==> src/rtl/byte_port_pkg.sv <==
package byte_port_pkg;
    typedef enum logic [0:0] {
        FLAG_RAISED  = 1'b0,
        FLAG_DROPPED = 1'b1
    } flag_state_t;

    function automatic flag_state_t cleared_state(input logic out_mode);
        return out_mode ? FLAG_DROPPED : FLAG_RAISED;
    endfunction
endpackage

==> src/rtl/bp_sync.sv <==
module bp_sync #(
    parameter int WIDTH  = 3,
    parameter int STAGES = 2
) (
    input  logic             clk,
    input  logic             rst,
    input  logic [WIDTH-1:0] d,
    output logic [WIDTH-1:0] q
);
    logic [STAGES-1:0][WIDTH-1:0] stg;

    always_ff @(posedge clk) begin
        if (rst) stg <= '0;
        else     stg <= {stg[STAGES-2:0], d};
    end

    assign q = stg[STAGES-1];
endmodule

==> src/rtl/bp_events.sv <==
module bp_events (
    input  logic clk,
    input  logic rst,
    input  logic stb_s,
    input  logic sel_s,
    output logic fall_evt,
    output logic desel_evt
);
    logic stb_prev;
    logic sel_prev;

    always_ff @(posedge clk) begin
        if (rst) begin
            stb_prev <= 1'b0;
            sel_prev <= 1'b0;
        end else begin
            stb_prev <= stb_s;
            sel_prev <= sel_s;
        end
    end

    assign fall_evt  = stb_prev & ~stb_s;
    assign desel_evt = sel_prev & ~sel_s;
endmodule

==> src/rtl/bp_data_reg.sv <==
module bp_data_reg #(
    parameter int WIDTH = 8
) (
    input  logic             clk,
    input  logic             rst,
    input  logic             clr,
    input  logic             load,
    input  logic [WIDTH-1:0] din,
    output logic [WIDTH-1:0] q
);
    always_ff @(posedge clk) begin
        if (rst || clr) q <= '0;
        else if (load)  q <= din;
    end

    assert_clear_zero_R9: assert property (@(posedge clk) disable iff (rst)
        clr |=> (q == '0));

    assert_hold_no_load_R7: assert property (@(posedge clk) disable iff (rst)
        (!load && !clr) |=> $stable(q));
endmodule

==> src/rtl/bp_flag_fsm.sv <==
module bp_flag_fsm
    import byte_port_pkg::*;
(
    input  logic clk,
    input  logic rst,
    input  logic clr,
    input  logic mode,
    input  logic fall_evt,
    input  logic desel_evt,
    output logic srq
);
    flag_state_t state, state_nx;

    always_ff @(posedge clk) begin
        if (rst || clr) state <= cleared_state(mode);
        else            state <= state_nx;
    end

    always_comb begin
        state_nx = state;
        unique case (state)
            FLAG_RAISED:  if (fall_evt) state_nx = FLAG_DROPPED;
            FLAG_DROPPED: if (desel_evt && !fall_evt) state_nx = FLAG_RAISED;
            default:      state_nx = FLAG_RAISED;
        endcase
    end

    always_comb begin
        srq = (state == FLAG_RAISED);
    end

    assert_fall_low_R3: assert property (@(posedge clk) disable iff (rst)
        (fall_evt && !clr) |=> !srq);

    assert_desel_high_R5: assert property (@(posedge clk) disable iff (rst)
        (desel_evt && !fall_evt && !clr) |=> srq);

    assert_clear_flag_R1: assert property (@(posedge clk) disable iff (rst)
        clr |=> (srq == !$past(mode)));

    assert_flag_hold_R8: assert property (@(posedge clk) disable iff (rst)
        (!fall_evt && !desel_evt && !clr) |=> $stable(srq));
endmodule

==> src/rtl/byte_hs_port.sv <==
module byte_hs_port #(
    parameter int WIDTH       = 8,
    parameter int SYNC_STAGES = 2
) (
    input  logic             clk,
    input  logic             rst,
    input  logic             clr,
    input  logic             mode,
    input  logic             sel_a,
    input  logic             sel_b,
    input  logic             stb,
    input  logic [WIDTH-1:0] din,
    output logic [WIDTH-1:0] dout,
    output logic             dout_oe,
    output logic             srq
);
    localparam int SYNC_W = 3;

    logic [SYNC_W-1:0] raw_ctl, sync_ctl;
    logic              stb_s, sel_a_s, sel_b_s;
    logic              selected, load_en;
    logic              fall_evt, desel_evt;
    logic [WIDTH-1:0]  data_q;

    assign raw_ctl = {stb, sel_a, sel_b};

    bp_sync #(.WIDTH(SYNC_W), .STAGES(SYNC_STAGES)) u_sync (
        .clk (clk),
        .rst (rst),
        .d   (raw_ctl),
        .q   (sync_ctl)
    );

    assign {stb_s, sel_a_s, sel_b_s} = sync_ctl;

    always_comb begin
        if (mode) selected = ~sel_a_s & sel_b_s;
        else      selected =  sel_a_s & sel_b_s;
        load_en = stb_s & (~mode | selected);
        dout_oe = mode | selected;
        dout    = dout_oe ? data_q : '0;
    end

    bp_events u_events (
        .clk       (clk),
        .rst       (rst),
        .stb_s     (stb_s),
        .sel_s     (selected),
        .fall_evt  (fall_evt),
        .desel_evt (desel_evt)
    );

    bp_data_reg #(.WIDTH(WIDTH)) u_data (
        .clk  (clk),
        .rst  (rst),
        .clr  (clr),
        .load (load_en),
        .din  (din),
        .q    (data_q)
    );

    bp_flag_fsm u_flag (
        .clk       (clk),
        .rst       (rst),
        .clr       (clr),
        .mode      (mode),
        .fall_evt  (fall_evt),
        .desel_evt (desel_evt),
        .srq       (srq)
    );

    assert_out_mode_drive_R6: assert property (@(posedge clk) disable iff (rst)
        mode |-> (dout_oe && dout == data_q));

    assert_off_zero_R4: assert property (@(posedge clk) disable iff (rst)
        !dout_oe |-> (dout == '0));
endmodule

==> config.mk <==
export PLATFORM = sky130hd
export DESIGN_NAME = byte_hs_port
export DESIGN_NICKNAME = d
export VERILOG_FILES = /design/src/rtl/byte_port_pkg.sv /design/src/rtl/bp_sync.sv /design/src/rtl/bp_events.sv /design/src/rtl/bp_data_reg.sv /design/src/rtl/bp_flag_fsm.sv /design/src/rtl/byte_hs_port.sv
export SDC_FILE = /design/constraint.sdc
export NUM_CORES = 1
export LEC_CHECK = 0
export CAP_MARGIN = 25
export CORE_MARGIN = 2
export CORE_UTILIZATION = 40
export CTS_BUF_LIST = sky130_fd_sc_hd__clkbuf_4 sky130_fd_sc_hd__clkbuf_8
export CTS_CLUSTER_DIAMETER = 50
export DETAILED_ROUTE_END_ITERATION = 10
export PLACE_DENSITY = 0.82
export SYNTH_ARGS = -nofsm -noshare
export SYNTH_HDL_FRONTEND = slang
export SYNTH_SLANG_ARGS = --single-unit
export TNS_END_PERCENT = 5
==> constraint.sdc <==
create_clock -name clk -period 0.9 [get_ports clk]
set_input_delay 0.09 -clock clk [delete_from_list [all_inputs] [get_ports clk]]
set_output_delay 0.09 -clock clk [all_outputs]
set_load 0.02 [all_outputs]
==> qor.txt, run 1 <==
outcome - complete, but fails checks
failing checks - setup timing
Slew HR - 81.85%
number of diodes - 0
ANT nets after route - 0
xor-xnor portion of the synthesized cell area - 1.264%
final std cells w/o fill - 123
antenna violations before repair - 0
Buffers on Ports - 24
hold path depth - 3
Worst R2R Setup Slack - -0.28 ns
H-tree depth - 1
worst reg-to-reg path cell count - 5
reg-to-reg startpoint - u_sync.q[1]
Layout area overhead - 50.36%
worst-margin pin slew - 0.2687 ns
Hold Path Class - input port to flop
RSZ-0062 raised after global routing - yes
Net Sw Frac - 22.75%
DIE AREA - 2082 µm²
Pint - 1.101 mW
Worst Hold Slack - 0.3533 ns
total number of vias - 586
commonest non-fill, non-tap cell in the layout - nand2_1
Compound-Gate Fraction of Synth Area - 6.137%
share of total power in the clock network - 29.9%
clock skew - 0.001390 ns
CTS tree - yes
post-synth cell types - 18
CP Capture Point - dout[7]
IO Count - 25
register area share after synthesis - 49.10%
vias per std cell - 4.764
Tcrit/Tclk final - 132.1%
worst setup path startpoint - u_sync.q[0]
Max stage delay on crit path - 0.37 ns
Die Width - 45.63 µm
clock latency on the worst-skew pair - 0.28 ns
final wirelength - 1.439 mm
YS warnings - 0
utilization after layout - 62.40%
CP max-delay cell - dfxtp_2
total nets after synthesis - 88
Final Max Tran Viols - 0
Post-DP HPWL - 1.013 mm
Post-Syn Instances - 73
CP Capture Type - output port
Final Setup Violations - 19
largest net degree at the start of global routing - 17
TritonRoute pass-1 iters - 1
vias in the first global route - 550
Syn Area/Cell - 9.495 µm²
first-pass GRT wire length - 2.470 mm
total power - 1.425 mW
critical path class - flop to output port
part of the power in combinational logic - 14.8%
Seq cells post-synth - 17
Net count, final - 122
Critical R2R Capture - u_data.q[6]
adder-cell share of the synthesized area - 0%
PwrDens - 1367 nW/µm²
CP Cell Sequence - a21oi_4, nor2b_1, buf_2
hold buffers post-CTS - 0
CP Launch Type - flop
Seq pwr share - 55.3%
drt first-iter violations - 0
Netlist Area Pre-Place - 693.2 µm²
final worst setup slack - -0.2886 ns
Inst Count DP - 117
switching power - 0.3242 mW
Hold Fails Final Rpt - 0
VDD IR max - 0.0008901 V
DRC viols - 0
mux cell area share after synthesis - 11.55%
layout cells sized above 1 - 28.30%
most frequent cells in the layout - 17 x nand2_1, 16 x nor2b_1, 14 x dfxtp_1
clock sinks - 17
gp weighted congestion - 0.7042
wire length per cell after detailed routing - 11.70 µm
worst path required time - 0.81 ns
largest family of logic cells by synthesized area - simple AND/OR/NAND/NOR gates
Fmax - 841.3 MHz
CTS buffer count - 3
Site Rows - 15
WP data arrival - 1.10 ns
min-delay src - din[7]
critical path fanouts, max - 5
min cycle time layout - 1.189 ns
maximum clock path buffer count - 2
dpl ws - -0.7415 ns
Leak Pwr - 0.4252 nW
CTS Root Buffer Type - clkbuf_4
total grt overflow - 0
Simple-Gate Fraction of Synth Area - 27.44%
clk slew on worst S/H paths - 0.09 ns
DIE HEIGHT - 45.63 µm
core area - 1670 µm²
GR Util All Layers - 17.32%
Max Cap Violations - 0
starting density of the core - 41.50%
==> kinds of logic (layout without fill, tap and decap cells) <==
kind of cell    after synthesis  in the layout
compound gates                5              6
xor+xnor                      1              1
buf+inv                       5             37
flops                        17             17
mux                           8              8
simple gates                 37             37
==> flip-flops by register name (all words and copies together), names as in the netlist <==
name,flops
u_data.q,8
u_events.sel_prev,1
u_events.stb_prev,1
u_flag.state,1
u_sync.q,3
u_sync.stg,3
==> per-layer routing <==
metal / track usage [%] / vias to the layer above / share of wire (%)
li1: - / 303 / -
met1: 20.69 / 262 / 42
met2: 27.32 / 19 / 51
met3: 4.762 / 2 / 5.8
met4: 10.59 / 0 / 0.69
met5: 0 / - / 0
==> critical path, delay by kind of cell (launching register included) <==
kind | cells | cell delay, ns
DFF | 1 | 0.37
AOI/OAI and AO/OA | 1 | 0.22
buffers and inverters | 1 | 0.16
and+or+nand+nor | 1 | 0.07
==> worst min-delay path by stage <==
| stage | slack, ns | end |
|---|---|---|
| final | 0.35 | u_data.q[7] |
| after global routing | 0.34 | u_sync.stg[2] |
| after CTS | 0.35 | u_data.q[7] |
| after detailed placement | 0.40 | u_flag.state |
| after global placement | 0.40 | u_flag.state |
| after floorplan | 0.22 | u_sync.stg[0] |
==> power by group through the flow <==
stage          sequential, mW  combinational (mW)  clock (mW)
6_report                0.788               0.212       0.426
5_1_grt                 0.791               0.231       0.486
4_1_cts                 0.787               0.208       0.438
3_5_place_dp            0.800               0.204           0
3_3_place_gp            0.799               0.198           0
2_1_floorplan           0.800              0.0834           0
==> cells in the mapped netlist <==
cell type	instances	area, µm²
dfxtp_1	17	340.3
a21boi_2	1	11.26
buf_6	1	11.26
xor2_1	1	8.760
nor3_1	1	5.000
mux2i_1	8	80.08
nor2b_1	16	100.1
nand2_1	17	63.81
inv_1	2	7.510
o41ai_1	1	8.760
o21bai_1	1	7.510
buf_4	1	7.510
nor2_1	1	3.750
a21oi_2	1	8.760
nor2_4	1	11.26
nand2b_1	1	6.260
a31oi_1	1	6.260
buf_2	1	5.000
==> through the flow <==
| stage | area, µm² | setup TNS, ns |
|---|---|---|
| 2_1_floorplan | 701.9 | -0.5909 |
| 3_3_place_gp | 1010 | -10.79 |
| 3_5_place_dp | 1010 | -11.58 |
| 4_1_cts | 1036 | -5.149 |
| 5_1_grt | 1042 | -5.996 |
| 6_report | 1042 | -4.786 |
==> final cells by class <==
type | instances | area [µm²]
fill | 154 | 628.1
multi-input combinational | 52 | 360.3
sequential | 17 | 346.6
timing repair buffer | 31 | 276.5
clock buffer | 4 | 30.03
tap | 17 | 21.27
inverter | 2 | 7.507
==> repair_timing <==
item,4_1_cts,5_1_grt
gates cloned,1,0
setup endpoints to repair,19,20
gates resized for setup,48,3
pin swaps,5,2
buffers inserted,1,0
Power figures use the tool's default switching activity.
==> run 2, diff against run 1 <==
--- a/config.mk
+++ b/config.mk
@@ -5,7 +5,6 @@
 export SDC_FILE = /design/constraint.sdc
 export NUM_CORES = 1
 export LEC_CHECK = 0
-export CAP_MARGIN = 25
 export CORE_MARGIN = 2
 export CORE_UTILIZATION = 40
 export CTS_BUF_LIST = sky130_fd_sc_hd__clkbuf_4 sky130_fd_sc_hd__clkbuf_8
==> results of run 2 <==
Final layout, timing and power as in run 1 (identical DEF).
==> run 3, diff against run 2 <==
--- a/config.mk
+++ b/config.mk
@@ -11,6 +11,7 @@
 export CTS_CLUSTER_DIAMETER = 50
 export DETAILED_ROUTE_END_ITERATION = 10
 export PLACE_DENSITY = 0.82
+export REMOVE_ABC_BUFFERS = 1
 export SYNTH_ARGS = -nofsm -noshare
 export SYNTH_HDL_FRONTEND = slang
 export SYNTH_SLANG_ARGS = --single-unit
==> qor.txt, run 3 (synthesized netlist as in run 1, its figures left out) <==
outcome - complete, but fails checks
failing checks - setup timing
first-pass GRT wire length - 2.070 mm (-16%)
CTS tree - yes
Tcrit/Tclk final - 137.7% (+5.6 points)
CTS buffer count - 3 (unchanged)
Worst R2R Setup Slack - -0.28 ns (about the same)
antenna violations before repair - 0 (unchanged)
hold buffers post-CTS - 0 (unchanged)
Net count, final - 122 (unchanged)
Final Setup Violations - 17 (-2)
final worst setup slack - -0.3393 ns (-0.05068 ns)
Max Cap Violations - 0 (unchanged)
layout cells sized above 1 - 29.25% (+0.94 points)
PwrDens - 1363 nW/µm² (-0.32%)
IO Count - 25 (unchanged)
gp weighted congestion - 0.7143 (+1.4%)
Buffers on Ports - 24 (unchanged)
drt first-iter violations - 3 (+3)
TritonRoute pass-1 iters - 2 (+1)
Finished Cell Area - 1039 µm² (-0.36%)
placed instance area - 996.0 µm² (-1.4%)
DIE AREA - 2082 µm² (unchanged)
DRC viols - 0 (unchanged)
Slew HR - 82.05% (+0.20 points)
largest net degree at the start of global routing - 17 (unchanged)
CP Launch Type - flop
WP data arrival - 1.15 ns (+0.05 ns)
Die Width - 45.63 µm (unchanged)
Hold Fails Final Rpt - 0 (unchanged)
setup TNS - -4.932 ns (-0.1462 ns)
utilization after layout - 62.17% (-0.22 points)
final wirelength - 1.334 mm (-7.3%)
reg-to-reg startpoint - u_sync.q[1]
RSZ-0062 raised after global routing - yes
critical path fanouts, max - 8 (+3)
worst reg-to-reg path cell count - 5 (unchanged)
DIE HEIGHT - 45.63 µm (unchanged)
hold path depth - 2 (-1)
clock sinks - 17 (unchanged)
clk slew on worst S/H paths - 0.09 ns (about the same)
Final Max Tran Viols - 0 (unchanged)
commonest non-fill, non-tap cell in the layout - nand2_1
dpl ws - -0.7241 ns (+0.01741 ns)
worst-margin pin slew - 0.2658 ns (-0.002890 ns)
core area - 1670 µm² (unchanged)
CP Cell Sequence - a21oi_4, buf_6, nor2b_1, buf_4
final std cells w/o fill - 123 (unchanged)
VDD IR max - 0.0008572 V (-3.7%)
Leak Pwr - 0.4247 nW (-0.10%)
Fmax - 806.9 MHz (-4.1%)
critical path class - flop to output port
number of diodes - 0 (unchanged)
vias per std cell - 4.780 (+0.34%)
min cycle time layout - 1.239 ns (+0.05068 ns)
min-delay src - sel_a
vias in the first global route - 507 (-7.8%)
Hold Path Class - input port to flop
clock latency on the worst-skew pair - 0.28 ns (about the same)
max reg flops - 8 (unchanged)
Max stage delay on crit path - 0.35 ns (-0.02 ns)
most frequent cells in the layout - 17 x nand2_1, 16 x nor2b_1, 14 x dfxtp_1
Inst Count DP - 118 (+0.85%)
Critical R2R Capture - u_data.q[2]
clock skew - 0.001178 ns (-0.0002120 ns)
CP max-delay cell - dfxtp_2
CP Capture Type - output port
total number of vias - 588 (+0.34%)
H-tree depth - 1 (unchanged)
maximum clock path buffer count - 2 (unchanged)
Site Rows - 15 (unchanged)
ANT nets after route - 0 (unchanged)
wire length per cell after detailed routing - 10.85 µm (-7.3%)
GR Util All Layers - 14.25% (-3.1 points)
Reg with most FFs - u_data.q
Hold EP - u_sync.stg[1]
CTS Root Buffer Type - clkbuf_4
starting density of the core - 41.50% (unchanged)
worst path required time - 0.81 ns (about the same)
Layout area overhead - 49.82%
biggest registers after layout - u_data.q x8, u_sync.q x3, u_sync.stg x3
total grt overflow - 0 (unchanged)
-- run 3: cell types whose count changed in the layout (fill, tap and decap cells not counted), sizes merged --
cell	before	now
a21oi	2	1
buf	17	18
-- run 3: power by group --
| part | internal (mW) | leakage (nW) | switching, mW | total [mW] |
|---|---|---|---|---|
| logic | 0.125 | 0.266 | 0.0829 | 0.208 |
| clock network | 0.202 | 0.0184 | 0.220 | 0.422 |
| registers | 0.773 | 0.140 | 0.0122 | 0.785 |
-- run 3: cell type report --
cell class / instances / area (µm²)
Fill cell: 137 / 631.9
Sequential cell: 17 / 346.6
Multi-Input combinational cell: 51 / 344.1
Timing Repair Buffer: 32 / 289.0
Clock buffer: 4 / 30.03
Tap cell: 17 / 21.27
Inverter: 2 / 7.507
-- run 3: worst max-delay path by stage --
stage / startpoint / to / slack, ns / cells past startpoint
4_1_cts: u_sync.q[0] / dout[0] / -0.34 / 4
3_3_place_gp: mode / dout[4] / -0.69 / 4
3_5_place_dp: mode / dout[0] / -0.72 / 4
2_1_floorplan: u_sync.q[1] / u_data.q[0] / -0.24 / 3
5_1_grt: u_sync.q[1] / dout[1] / -0.40 / 4
6_report: u_sync.q[0] / dout[6] / -0.34 / 4
-- run 3: repair_timing --
item                                    in CTS  in global routing
pin swaps                                    3                  0
gates resized for setup                     52                  6
gates cloned                                 0                  0
buffers inserted                             1                  0
endpoints found under the setup margin      19                 20
-- run 3: worst max-delay path, delay by kind of cell (launching register included) --
family,cells,cell delay [ns]
AND/OR/NAND/NOR,1,0.05
buffers and inverters,2,0.30
AO/OA/AOI/OAI,1,0.17
flip-flops,1,0.35
-- run 3: through the flow --
step                      power, mW  hold WS, ns
after CTS                     1.431       0.3384
after detailed placement     0.9963       0.4054
after global placement       0.9904       0.3933
after global routing          1.495       0.3307
after floorplan              0.8681       0.1616
final                         1.415       0.3474
-- run 3: layer usage --
layer	routed length [µm]	GRT usage (%)	vias to the layer above
met5	0	0	-
met4	17	8.235	0
met3	87	4.365	2
met2	692	23.10	17
met1	536	16.38	266
li1	-	-	303
